--- src/rtl/ecap_pkg.sv ---
package ecap_pkg;
  localparam int ID_W  = 16;
  localparam int VER_W = 4;
  localparam int NXT_W = 12;

  typedef struct packed {
    logic [NXT_W-1:0] nxt;
    logic [VER_W-1:0] ver;
    logic [ID_W-1:0]  id;
  } ecap_hdr_t;

  typedef enum logic [2:0] {
    S_IDLE, S_RD, S_CHK, S_PATCH, S_NEW
  } walk_st_e;
endpackage

--- src/rtl/ecap_hdr_dec.sv ---
module ecap_hdr_dec
  import ecap_pkg::*;
#(
  parameter int BASE_OFF  = 256,
  parameter int LIMIT_OFF = 4088
) (
  input  ecap_hdr_t     hdr_i,
  input  logic [ID_W:0] sid_i,
  output logic          hit_o,
  output logic          tail_o,
  output logic          blank_o,
  output logic          ptr_bad_o
);
  localparam logic [NXT_W-1:0] BASE_L  = NXT_W'(BASE_OFF);
  localparam logic [NXT_W-1:0] LIMIT_L = NXT_W'(LIMIT_OFF);

  assign hit_o     = ({1'b0, hdr_i.id} == sid_i);
  assign tail_o    = (hdr_i.nxt == '0);
  assign blank_o   = (hdr_i == '0);
  assign ptr_bad_o = (hdr_i.nxt[1:0] != 2'b00) || (hdr_i.nxt < BASE_L) ||
                     (hdr_i.nxt > LIMIT_L);
endmodule

--- src/rtl/ecap_app_chk.sv ---
module ecap_app_chk #(
  parameter int OFF_W     = 12,
  parameter int CFG_BYTES = 4096,
  parameter int BASE_OFF  = 256,
  parameter int MIN_SIZE  = 8
) (
  input  logic [OFF_W-1:0] off_i,
  input  logic [OFF_W:0]   size_i,
  output logic             bad_o
);
  localparam int SUM_W = OFF_W + 2;
  logic [SUM_W-1:0] end_w;

  assign end_w = SUM_W'(off_i) + SUM_W'(size_i);
  assign bad_o = (size_i < (OFF_W+1)'(MIN_SIZE)) ||
                 (end_w > SUM_W'(CFG_BYTES)) ||
                 (off_i < OFF_W'(BASE_OFF)) ||
                 (off_i[1:0] != 2'b00);
endmodule

--- src/rtl/ecap_guard.sv ---
module ecap_guard #(
  parameter int MAX_HDRS = 1024
) (
  input  logic clk_i,
  input  logic rst_ni,
  input  logic clr_i,
  input  logic inc_i,
  output logic last_o
);
  localparam int CNT_W = $clog2(MAX_HDRS + 1);
  logic [CNT_W-1:0] cnt_q;

  always_ff @(posedge clk_i or negedge rst_ni) begin
    if (!rst_ni)    cnt_q <= '0;
    else if (clr_i) cnt_q <= '0;
    else if (inc_i) cnt_q <= cnt_q + 1'b1;
  end

  assign last_o = (cnt_q == CNT_W'(MAX_HDRS - 1));

  p_guard_bound_r8: assert property (@(posedge clk_i) disable iff (!rst_ni)
    cnt_q < CNT_W'(MAX_HDRS));
  p_guard_stop_r8: assert property (@(posedge clk_i) disable iff (!rst_ni)
    last_o |=> !(cnt_q == CNT_W'(MAX_HDRS)));
endmodule

--- src/rtl/ecap_walker.sv ---
module ecap_walker
  import ecap_pkg::*;
#(
  parameter int CFG_BYTES = 4096,
  parameter int BASE_OFF  = 256,
  parameter int MAX_HDRS  = 1024
) (
  input  logic              clk_i,
  input  logic              rst_ni,
  input  logic              start_i,
  input  logic              append_i,
  input  logic [ID_W:0]     sid_i,
  input  logic [NXT_W-1:0]  app_off_i,
  input  logic [NXT_W:0]    app_size_i,
  input  logic [ID_W-1:0]   app_id_i,
  input  logic [VER_W-1:0]  app_ver_i,
  output logic              busy_o,
  output logic              done_o,
  output logic              found_o,
  output logic              err_o,
  output logic [NXT_W-1:0]  next_o,
  output logic [NXT_W-1:0]  prev_o,
  output logic              mem_re_o,
  output logic              mem_we_o,
  output logic [NXT_W-1:0]  mem_addr_o,
  output logic [31:0]       mem_wdata_o,
  input  logic [31:0]       mem_rdata_i
);
  localparam int LIMIT_OFF = CFG_BYTES - 8;
  localparam logic [NXT_W-1:0] BASE_L = NXT_W'(BASE_OFF);

  walk_st_e          st_q;
  logic [NXT_W-1:0]  cur_q, back_q, app_off_q, res_q, prev_q;
  logic [ID_W:0]     sid_q;
  logic [ID_W-1:0]   app_id_q;
  logic [VER_W-1:0]  app_ver_q;
  ecap_hdr_t         hdr_q, rhdr;
  logic              app_q, found_q, err_q, done_q;
  logic              hit, tail, blank, ptr_bad, app_bad, g_last, follow;

  assign rhdr = ecap_hdr_t'(mem_rdata_i);

  ecap_hdr_dec #(.BASE_OFF(BASE_OFF), .LIMIT_OFF(LIMIT_OFF)) u_dec (
    .hdr_i(rhdr), .sid_i(sid_q), .hit_o(hit), .tail_o(tail),
    .blank_o(blank), .ptr_bad_o(ptr_bad)
  );

  ecap_app_chk #(.OFF_W(NXT_W), .CFG_BYTES(CFG_BYTES), .BASE_OFF(BASE_OFF)) u_app (
    .off_i(app_off_i), .size_i(app_size_i), .bad_o(app_bad)
  );

  // follow the pointer only when no exit condition applies
  assign follow = (st_q == S_CHK) && !(cur_q == BASE_L && blank) && !hit &&
                  !tail && !ptr_bad && !g_last;

  ecap_guard #(.MAX_HDRS(MAX_HDRS)) u_guard (
    .clk_i(clk_i), .rst_ni(rst_ni), .clr_i(st_q == S_IDLE),
    .inc_i(follow), .last_o(g_last)
  );

  always_ff @(posedge clk_i or negedge rst_ni) begin
    if (!rst_ni) begin
      st_q <= S_IDLE; cur_q <= '0; back_q <= '0; app_off_q <= '0;
      res_q <= '0; prev_q <= '0; sid_q <= '0; app_id_q <= '0;
      app_ver_q <= '0; hdr_q <= '0; app_q <= 1'b0; found_q <= 1'b0;
      err_q <= 1'b0; done_q <= 1'b0;
    end else begin
      done_q <= 1'b0;
      unique case (st_q)
        S_IDLE: if (start_i) begin
          app_q     <= append_i;
          app_off_q <= app_off_i;
          app_id_q  <= app_id_i;
          app_ver_q <= app_ver_i;
          cur_q     <= BASE_L;
          back_q    <= '0;
          sid_q     <= append_i ? '1 : sid_i;  // never-match ID finds the tail
          if (append_i && app_bad) begin
            done_q <= 1'b1; err_q <= 1'b1; found_q <= 1'b0;
            res_q <= '0; prev_q <= '0;
          end else if (append_i && app_off_i == BASE_L) begin
            st_q <= S_NEW;
          end else begin
            st_q <= S_RD;
          end
        end
        S_RD: st_q <= S_CHK;
        S_CHK: begin
          hdr_q <= rhdr;
          if (cur_q == BASE_L && blank) begin
            st_q <= S_IDLE; done_q <= 1'b1; found_q <= 1'b0;
            err_q <= app_q; res_q <= '0; prev_q <= '0;
          end else if (hit) begin
            st_q <= S_IDLE; done_q <= 1'b1; found_q <= 1'b1;
            err_q <= 1'b0; res_q <= cur_q; prev_q <= back_q;
          end else if (tail) begin
            if (app_q) begin
              st_q <= S_PATCH; back_q <= cur_q;
            end else begin
              st_q <= S_IDLE; done_q <= 1'b1; found_q <= 1'b0;
              err_q <= 1'b0; res_q <= '0; prev_q <= cur_q;
            end
          end else if (ptr_bad || g_last) begin
            st_q <= S_IDLE; done_q <= 1'b1; found_q <= 1'b0;
            err_q <= 1'b1; res_q <= '0; prev_q <= '0;
          end else begin
            back_q <= cur_q;
            cur_q  <= rhdr.nxt;
            st_q   <= S_RD;
          end
        end
        S_PATCH: st_q <= S_NEW;
        S_NEW: begin
          st_q <= S_IDLE; done_q <= 1'b1; found_q <= 1'b0;
          err_q <= 1'b0; res_q <= '0; prev_q <= back_q;
        end
        default: st_q <= S_IDLE;
      endcase
    end
  end

  always_comb begin
    mem_wdata_o = {NXT_W'(0), app_ver_q, app_id_q};
    if (st_q == S_PATCH) mem_wdata_o = {app_off_q, hdr_q.ver, hdr_q.id};
  end

  assign mem_re_o   = (st_q == S_RD);
  assign mem_we_o   = (st_q == S_PATCH) || (st_q == S_NEW);
  assign mem_addr_o = (st_q == S_NEW) ? app_off_q : cur_q;
  assign busy_o     = (st_q != S_IDLE);
  assign done_o     = done_q;
  assign found_o    = found_q;
  assign err_o      = err_q;
  assign next_o     = res_q;
  assign prev_o     = prev_q;

  p_done_pulse_r2: assert property (@(posedge clk_i) disable iff (!rst_ni)
    done_o |=> !done_o);
  p_start_r2: assert property (@(posedge clk_i) disable iff (!rst_ni)
    (start_i && !busy_o) |=> (busy_o || done_o));
  p_found_addr_r5: assert property (@(posedge clk_i) disable iff (!rst_ni)
    (done_o && found_o) |-> (next_o >= BASE_L && next_o[1:0] == 2'b00));
  p_err_clean_r7: assert property (@(posedge clk_i) disable iff (!rst_ni)
    (done_o && err_o) |-> (!found_o && next_o == '0));
  p_rw_excl_r12: assert property (@(posedge clk_i) disable iff (!rst_ni)
    !(mem_re_o && mem_we_o));
  p_read_then_chk_r12: assert property (@(posedge clk_i) disable iff (!rst_ni)
    mem_re_o |=> !mem_re_o);
  p_we_busy_r10: assert property (@(posedge clk_i) disable iff (!rst_ni)
    mem_we_o |-> busy_o);
endmodule

--- config.mk ---
export PLATFORM = sky130hd
export DESIGN_NAME = ecap_walker
export DESIGN_NICKNAME = d
export VERILOG_FILES = /design/src/rtl/ecap_pkg.sv /design/src/rtl/ecap_hdr_dec.sv /design/src/rtl/ecap_app_chk.sv /design/src/rtl/ecap_guard.sv /design/src/rtl/ecap_walker.sv
export SDC_FILE = /design/constraint.sdc
export NUM_CORES = 1
export LEC_CHECK = 0
export BUFFER_PORTS_ARGS = -buffer_cell sky130_fd_sc_hd__buf_2
export CAP_MARGIN = 20
export CORE_ASPECT_RATIO = 1.25
export CORE_UTILIZATION = 40
export CTS_CLUSTER_DIAMETER = 80
export DETAILED_ROUTE_END_ITERATION = 7
export HOLD_SLACK_MARGIN = 0.03
export PLACE_DENSITY = 0.59
export SLEW_MARGIN = 20
export SYNTH_ARGS = -nofsm -noshare
export SYNTH_HDL_FRONTEND = slang
export SYNTH_HIERARCHICAL = 1
export SYNTH_SLANG_ARGS = --single-unit
--- constraint.sdc ---
create_clock -name clk_i -period 4 [get_ports clk_i]
set_clock_uncertainty 0.2 [all_clocks]
set_input_delay 0.4 -clock clk_i [delete_from_list [all_inputs] [get_ports clk_i]]
set_output_delay 0.4 -clock clk_i [all_outputs]
set_load 0.01 [all_outputs]
# == After elaboration in Yosys (flattened, before gate mapping) ==
# Index checks and enable logic that the tools add are counted.
# totals
register_bits,135
out_inout_bits,74
wordCells,139
input_bits,98
# op_classes
mux,63
n_reduce_logical,34
eq_ne,19
add_sub_neg,2
order_cmp,5
# ops
op,n
$mux W12,23
$pmux W12 S3,2
$pmux W12 S2,2
$logic_not A32 Y1,1
$mux W32,1
$eq A12 B9 Y1 const B,2
$lt A12 B9 Y1 const B,2
$mux W11,2
$mux W1,21
$mux W3,6
$eq A16 B17 Y1,1
$mux W17,1
$add A12 B13 Y14,1
$gt A14 B13 Y1 const B,1
$ne A2 B2 Y1 const B,7
$lt A13 B4 Y1 const B,1
$gt A12 B12 Y1 const B,1
$logic_not A12 Y1,1
$pmux W3 S4,1
$reduce_and A6 Y1,2
$add A11 B1 Y11 const B,1
$eq A11 B10 Y1 const B,1
$pmux W1 S3,3
$logic_and A1 B1 Y1,8
other kinds (14),31

# == Logic depth before layout (Yosys ltp) ==
# logic_depth
word_depth,10
mapped_depth,15

# == Hierarchy ==
# Netlist, hierarchy kept.
# modules_own_cells
module,cells_per_inst,area_per_inst_um2,n_inst
ecap_walker,510,5660.4,1
ecap_app_chk,114,800.8,1
ecap_guard,56,555.5,1
ecap_hdr_dec,38,292.8,1

# == Worst setup path after synthesis ==
# No wires, ideal clock.
# synth_path
path_kind,input to register
from,in app_off_i[0]
to,"reg err_q, in the netlist err_o"
cell_stages,15
path_buffers,1
setup_ns,0.125
setup_slack_ns,0.429
arrival_ns,3.246
required_ns,3.675
cell_sequence,ha_1 inv_1 fa_1 nand2b_1 a21oi_1 mux2_2 nor4_2 nand4_1 o211ai_2 o2111ai_1 nand3_1 nand2_1 a21oi_4 buf_6 mux2_4
# synth_between
elab_chain_len,8
elab_cells_between_ends,10
classes_between,add/sub: 1; order compare: 2; eq/ne: 1; reduce/logical: 6
# synth_lines
element,line_no,text
"start, declared",ecap_walker.sv:13,"input logic [NXT_W-1:0] app_off_i,"
$add A12 B13 Y14,ecap_app_chk.sv:14,assign end_w = SUM_W'(off_i) + SUM_W'(size_i);
$gt A14 B13 Y1,ecap_app_chk.sv:16,(end_w > SUM_W'(CFG_BYTES)) ||
$logic_or A1 B1 Y1,ecap_app_chk.sv:15,assign bad_o = (size_i < (OFF_W+1)'(MIN_SIZE)) ||
$logic_or A1 B1 Y1,ecap_app_chk.sv:16,
$logic_or A1 B1 Y1 *,ecap_app_chk.sv:17,(off_i < OFF_W'(BASE_OFF)) ||
net app_bad,ecap_walker.sv:39,"logic hit, tail, blank, ptr_bad, app_bad, g_last, follow;"
$logic_and A1 B1 Y1 *,ecap_walker.sv:78,if (append_i && app_bad) begin
$ne A2 B2 Y1 (no source line) *,-,
$reduce_and A5 Y1 (no source line) *,-,
"end signal, assigned",ecap_walker.sv:79,done_q <= 1'b1; err_q <= 1'b1; found_q <= 1'b0;
"end signal, assigned",ecap_walker.sv:92,err_q <= app_q; res_q <= '0; prev_q <= '0;
"end signal, assigned",ecap_walker.sv:95,err_q <= 1'b0; res_q <= cur_q; prev_q <= back_q;
"end, declared",ecap_walker.sv:38,"logic app_q, found_q, err_q, done_q;"
# The timed path passes the listed nets; every way through them passes the cells marked *.
# A chain may end at the register's enable or synchronous reset.

# == Final worst setup path ==
# layout_path
from,in app_off_i[0]
to,"reg prev_q[4], in the netlist prev_o[4]"
# layout_between
elab_chain_len,8
elab_cells_between_ends,10
classes_between,add/sub: 1; order compare: 2; eq/ne: 1; reduce/logical: 6
# layout_lines
element,line_no,text
$add A12 B13 Y14,ecap_app_chk.sv:14,
$gt A14 B13 Y1,ecap_app_chk.sv:16,
$logic_or A1 B1 Y1,ecap_app_chk.sv:15,
$logic_or A1 B1 Y1,ecap_app_chk.sv:16,
$logic_or A1 B1 Y1 *,ecap_app_chk.sv:17,
net app_bad,ecap_walker.sv:39,
$logic_and A1 B1 Y1 *,ecap_walker.sv:78,
$ne A2 B2 Y1 (no source line) *,-,
$reduce_and A5 Y1 (no source line) *,-,
"end signal, assigned",ecap_walker.sv:80,res_q <= '0; prev_q <= '0;
"end signal, assigned",ecap_walker.sv:92,
"end signal, assigned",ecap_walker.sv:95,
"end, declared",ecap_walker.sv:33,"logic [NXT_W-1:0] cur_q, back_q, app_off_q, res_q, prev_q;"
# Marked as above.

==> metrics.txt <==
gr ovfl total=0; Slew Viols, Final=0; switching share of power=36.41%; Seq pwr share=37.3%; CP arrival=3.61 ns; routed length per placed instance=17.30 um; pin count of the biggest net entering global routing=69; number of global-route vias before repair=6127; most common cell in the netlist=dfrtp_1; Int Power=3.706 mW; die height=153.1 um; slew margin rel.=32.22%; Post-synth ARST share=100.0%; outcome=finished clean; crit path launch type=input pin; Initial Utilization=41.29%; Synth Warn #=6; post-placement cell count=1090; final WL=20.12 mm; Via Count=6079; # setup viols final=0; Cell Count, Final, Fillers Out=1163; P_leak=4.423 nW; pwr/cell area=618.1 nW/um^2; Via density=5.227; Final Net Count=1038; postcts setup bufs=0; Clock Tree Root=clkbuf_16; DRC Markers=0; setup TNS=0 ns; Net Sw Power=2.122 mW; first-pass GRT wire length=32.26 mm; CP Class=input pin to flop; Rows=54; CP endpoint kind=flop; mean post-synth cell area=10.18 sq um; Clock power frac=27.0%; Layout area overhead=29.00%; Yosys top cell by area=dfrtp_1; worst slew pin tran=1.013 ns; Num CTS Buffers=17; CP max FO=20; Clock Sinks=135; register area share after synthesis=46.22%; total track usage=22.38%; clock latency on the worst-skew pair=0.42 ns; Fin. Hold Viols=0; n_diodes=0; combinational share of power=35.7%; I/O pin count=172; unrepaired setup endpoints after global routing=no; Mapped Cells=718; dominant synthesized flop cell=dfrtp_1; Die Wd=122.9 um; post-layout util=53.27%; register bit total from synthesis=135; Reg clk slew, reported paths=0.06 ns; Max-cap violations=0; number of fill cells=1663; CTS tree=yes; router iterations before antenna repair=4; Power Total=5.828 mW; share of post-route cells with drive strength above 1=34.19%; Yosys top cell area share=46.22%; gpl congestion=0.8710; Post-synth EDFFs=0; peak supply drop=296.7 uV; die area=18820 sq um; Post-DP Area=8426 sq um; fin crit share=87.69%; Initial DRC Count=303; Post-Syn Nets=830; Synth cell types=64; clock period minus worst slack=3.507 ns; worst hold path type=input pin to flop; required time worst endpoint=4.10 ns; post-route cell area=9429 sq um; Buffers on Ports=171; initial antenna violation count=0; top cells by count, synth=135 x dfrtp_1, 98 x nand2_1, 74 x mux2_2, 58 x nor2_1, 46 x o21ai_0; Core Box Area=17700 sq um; number of H-tree levels=4; Synth area leaders=dfrtp_1 46%, mux2_2 11%, nand2_1 5.0%; Max Fclk=0.2851 GHz; Clock Tree Buf Depth=2; Synth Cell Area=7310 sq um; HPWL Detailed=14.43 mm; antenna-violating nets left=0
[cells by family (layout without fill, tap and decap cells)]
family          count (synthesis)  in the layout  share of synthesized area [%]
xor+xnor                       23             23                          2.756
buf+inv                        55            276                          3.475
mux                            95             95                          14.70
simple gates                  253            253                          17.08
flops                         135            135                          46.22
compound gates                143            143                          13.27
fa+ha+maj                      14             14                          2.499
[final cells by class]
cell class              count  area [sq um]  share of cell area [%]
well taps                 224         280.3                   2.972
multi-input cells         528          3684                   39.07
repair buffers            229          1438                   15.25
clock buffers              17         425.4                   4.512
inverters                  15         56.30                  0.5971
clock inverters            15         167.7                   1.778
flip-flops and latches    135          3378                   35.83
[power by group through the flow]
stage	registers, mW	clock network [mW]	logic, mW
global route	2.24	1.67	2.30
floorplan	2.04	0	1.47
finish	2.17	1.57	2.08
detailed placement	2.20	0	2.05
CTS	2.17	1.61	2.09
global placement	2.19	0	2.03
[flip-flops by register name, summed over array words and instances, names as in the netlist, 3 cells and up]
signal         flops
u_guard/cnt_q     11
st_q               3
app_off_q         12
hdr_q             20
next_o            12
app_id_q          16
prev_o            12
sid_q             17
back_q            12
app_ver_q          4
cur_q             12
[worst max-delay path: stages]
cell,delay [ns]
buf_2,0.12
ha_1,0.20
inv_1,0.06
fa_1,0.39
nand2b_1,0.18
a21oi_1,0.16
mux2_2,0.36
nor4_2,0.28
nand4_1,0.17
o211ai_2,0.18
o2111ai_1,0.18
nand3_1,0.12
nand2_1,0.10
a21oi_4,0.17
buf_12,0.18
mux2_2,0.35
[routing by layer]
layer,global-route usage [%],wire length [um],up-vias
li1,-,-,2990
met1,28.34,8770,2948
met2,37.61,10360,111
met3,4.142,607,30
met4,8.014,382,0
met5,0,0,-
[final timing paths]
kind,from,end,slack [ns],cells past startpoint
max,app_off_i[0],prev_o[4]$_DFFE_PN0P_,0.49,16
min,mem_rdata_i[12],hdr_q[12]$_DFFE_PN0N_,0.04,3
max reg2reg,sid_q[14]$_DFFE_PN0P_,u_guard/cnt_q[10]$_DFFE_PN0P_,1.04,10
min reg2reg,hdr_q[4]$_DFFE_PN0N_,hdr_q[4]$_DFFE_PN0N_,0.27,2
max in group asynchronous,rst_ni,app_id_q[10]$_DFFE_PN0P_,2.46,3
min in group asynchronous,rst_ni,next_o[4]$_DFFE_PN0P_,0.34,2
[timing repair]
item	CTS	global route
hold buffers	41	0
resized for setup	0	0
endpoints found under the hold margin	107	0
endpoints found under the setup margin	0	0
[stage by stage]
stage	hold slack [ns]	setup slack [ns]
2_1_floorplan	-0.09559	0.4290
4_1_cts	0.03046	0.5046
3_3_place_gp	0.2459	0.1319
3_5_place_dp	0.2414	0.09198
5_1_grt	0.03943	0.2377
6_report	0.04165	0.4925
[placed cells by master, fill, tap and decap left out, types with 17 or more instances in the layout]
cell	Yosys	routed
o21ai_0	46	46
buf_2	18	170
mux2_2	74	74
nand2_1	98	98
clkbuf_16	0	17
dlygate4sd3_1	0	41
xor2_1	21	21
nor2_1	58	58
a21oi_1	28	28
a22o_1	24	24
dfrtp_1	135	135
Power figures use the tool's default switching activity.
